[src/rtl/load_aligner.sv]
module load_aligner #(
  parameter bit OUT_REG = 1'b1
) (
  input  logic        clk,
  input  logic        rst_n,
  input  logic [31:0] rd_word,
  input  logic [1:0]  addr_lo,
  input  logic [1:0]  size,
  input  logic        big_endian,
  output logic [31:0] load_data
);
  localparam logic [1:0] SZ_BYTE  = 2'b00;
  localparam logic [1:0] SZ_HALF  = 2'b01;
  localparam logic [1:0] SZ_WORD  = 2'b10;

  logic [4:0]  sh;
  logic [5:0]  sh_inv;
  logic [31:0] rot_r, rot_l;
  logic [1:0]  lane;
  logic        upper_half;
  logic [7:0]  byte_v;
  logic [15:0] half_v;
  logic [31:0] aligned;

  assign sh         = {addr_lo, 3'b000};
  assign sh_inv     = 6'd32 - {1'b0, sh};
  assign rot_r      = (rd_word >> sh) | (rd_word << sh_inv);
  assign rot_l      = (rd_word << sh) | (rd_word >> sh_inv);
  assign lane       = big_endian ? ~addr_lo : addr_lo;
  assign upper_half = addr_lo[1] ^ big_endian;
  assign half_v     = upper_half ? rd_word[31:16] : rd_word[15:0];

  always_comb begin
    case (lane)
      2'd0:    byte_v = rd_word[7:0];
      2'd1:    byte_v = rd_word[15:8];
      2'd2:    byte_v = rd_word[23:16];
      default: byte_v = rd_word[31:24];
    endcase
  end

  always_comb begin
    case (size)
      SZ_BYTE: aligned = {24'd0, byte_v};
      SZ_HALF: aligned = {16'd0, half_v};
      SZ_WORD: aligned = big_endian ? rot_l : rot_r;
      default: aligned = {16'd0, half_v};
    endcase
  end

  generate
    if (OUT_REG) begin : g_reg
      always_ff @(posedge clk) begin
        if (!rst_n) load_data <= '0;
        else        load_data <= aligned;
      end
    end else begin : g_comb
      assign load_data = rst_n ? aligned : '0;
    end
  endgenerate
endmodule

[config.mk]
export PLATFORM = sky130hd
export DESIGN_NAME = load_aligner
export DESIGN_NICKNAME = d
export VERILOG_FILES = /design/src/rtl/load_aligner.sv
export SDC_FILE = /design/constraint.sdc
export NUM_CORES = 1
export LEC_CHECK = 0
export ABC_AREA = 1
export BUFFER_PORTS_ARGS = -buffer_cell sky130_fd_sc_hd__buf_4
export CAP_MARGIN = 20
export CORE_UTILIZATION = 50
export CTS_BUF_LIST = sky130_fd_sc_hd__clkbuf_4
export DETAILED_ROUTE_END_ITERATION = 16
export PLACE_DENSITY = 0.75
export SLEW_MARGIN = 20
export SYNTH_ARGS = -nofsm -noshare
export SYNTH_HDL_FRONTEND = slang
export SYNTH_SLANG_ARGS = --single-unit
[constraint.sdc]
create_clock -name clk -period 1.91 [get_ports clk]
set_clock_uncertainty 0.05 [all_clocks]
set_input_delay 0.191 -clock clk [delete_from_list [all_inputs] [get_ports clk]]
set_output_delay 0.191 -clock clk [all_outputs]
set_load 0.005 [all_outputs]
==> impl_metrics.toml <==
[run]
maxCapViolations = 0

[die]
io_pins = 71
fp.dieArea_sq_um = 5720
start_util_pct = 52.4
num_rows = 26
die_y_um = 75.6
core_sq_um = 5170
die_w_um = 75.6

[sta]
fin_hold_ws_ps = 105
slew_headroom_pct = 62.5
rsz0062_at_grt = "no"
finalHoldViolCount = 0
fmaxAchievable_ghz = 0.643
layout_min_cycle_time_ps = 1560
period_share_pct = 81.5
setup_slack_ps = 354
slew_viol_final = 0
finalSetupViolCount = 0
fin_setup_tns_ps = 0
worst_pin_slew_ps = 561

[critical_path]
max_stage_delay_ps = 460
crit_top_cell = "nor2_1"
criticalPathCategory = "in2reg"
crit_fanout = 9
cp.arrival_ps = 1730
cp_cell_sequence = "buf_4 > inv_2 > ha_1 > nor2_1 > nor2_1 > o21ai_0 > a21oi_1 > nor2_1"
endpoint_kind = "flop"
crit_required_ps = 2090
cp-start-kind = "primary input"
crit_path_top_delay_cell = "nor2_1"

[logic_synthesis]
synth_common_cells = "nand2_1, o21ai_0, inv_1, dfxtp_1, nor2_1"
synth.most_common_cell = "nand2_1"
yosys.area.top_type_share_pct = 32.7
ys.flop_type = "dfxtp_1"
ys_ff_latch = 32
synth_cell_types = 29
ys_seq_area_share_pct = 23.6
syn_inst = 506
yosys.area.top_type = "nand2_1"
synth_fp_nets = 546
synth.avg_cell_area_sq_um = 5.36
synth_area_leaders = "nand2_1, dfxtp_1, o21ai_0"
synth_edf_count = 0
yosysWarnings = 0
synthArstFlopShare_pct = 0
synth_area_sq_um = 2710

[clock_tree]
clk_pin_slew_ps = 90
cts_resized = 0
clkSinkCount = 32
cts_made_buffers = 5
cts_setup_buffers = 0
clock-root-buffer = "clkbuf_4"
ctsHtreeMaxLevel = 2
ctsLongestPathBuffers = 2
cts_tree = "built"

[global_routing]
overflow = 0
antenna_found_initial = 0
grt_pass1_wl_um = 14600
grt_max_degree = 65
grt_pass1_vias = 2933
grtUsageTotal_pct = 34.0

[layout]
top_regs = "load_data: 32 flops"
layout.nets = 622
largest_register = "load_data"
final_design_area_no_fill_sq_um = 3420
final_core_utilization_pct = 66.0
largest_reg_flops = 32
syn_to_final_growth_pct = 26.0
drive_above_1_share_pct = 18.2
fillers = 523
diodes = 0

[route]
drt_wl_total_um = 9260
wl_per_cell_um = 14.2
drt_iter0_drc = 390
ant_nets = 0
firstDrtPassIters = 5
vias = 3548
avgViaCountPerCell = 5.44
drc = 0

[place]
place_congestion = 0.977
dp_hpwl_um = 7090
dp_worst_setup_slack_ps = 22.2
portBuffers = 70
post_dp_cell_area_sq_um = 3360

[status]
status = "complete, no violations"

[power_and_ir_drop]
leakage_nw = 1.88
peakVddDrop_v = 0.000298
p_per_area_nw_per_um2 = 539

[worst_hold_path]
hold_path.class = "in2reg"
==> per-stage QoR <==
step                power (mW)  std cells
floorplan                 1.18        506
global placement          1.45        644
detailed placement        1.46        644
CTS                       1.82        652
global route              1.97        652
finish                    1.84        652
==> cells in the final DEF (no fill, tap or decap), types with 2 or more instances in the layout <==
cell      instances
nand3_1          24
o21ai_1           7
nand2_1         235
o21ai_2           2
dfxtp_1          32
clkbuf_4          5
o211ai_1         12
clkinv_1          4
nand2_2           4
buf_4            88
and2_1            2
inv_1            42
a21oi_1          21
nor2_1           30
inv_2             6
o221ai_1          4
o21ai_0          47
nand4_1           7
==> power by group <==
part / total [mW] / switching, mW / internal, mW
clock: 0.369 / 0.241 / 0.128
sequential: 0.719 / 0.0112 / 0.708
combinational: 0.752 / 0.459 / 0.293
total: 1.84 / 0.711 / 1.13
==> worst max-delay path, delay by kind of cell <==
family	cells	cell delay, ps
fa+ha+maj	1	400
compound gates	2	350
simple gates	3	670
buf+inv	2	120
==> layout make-up <==
type	instances	area, sq um	share of cell area, %
clock inverters	2	7.51	0.220
flip-flops and latches	32	641	18.8
repair buffers	89	671	19.6
clock buffers	5	37.5	1.10
well taps	70	87.6	2.56
multi-input cells	404	1780	52.2
inverters	50	188	5.49
==> metal layers <==
metal / vias up / wire length (um) / part of all wire (%) / track usage (%)
li1: 1777 / - / - / -
met1: 1548 / 4250 / 46 / 50.6
met2: 207 / 3960 / 43 / 50.2
met3: 16 / 932 / 10 / 5.69
met4: 0 / 123 / 1.3 / 9.26
met5: - / 0 / 0 / 0
==> logic make-up (layout without fill, tap and decap cells) <==
logic type      count (synthesis)  count (layout)  share of synthesized area, %
compound gates                 98              98                          20.5
flops                          32              32                          23.6
fa+ha+maj                       1               1                         0.461
simple gates                  305             305                          44.7
buf+inv                        70             146                          10.7
==> worst paths after layout <==
path	from	to	slack, ps	cells after the start
max	addr_lo[0]	load_data[28]	350	8
min	rd_word[31]	load_data[15]	110	3
==> what timing repair did <==
action,CTS,global route
hold endpoints to repair,1,0
setup endpoints to repair,0,0
hold buffers,1,0
Power figures use the tool's default switching activity.
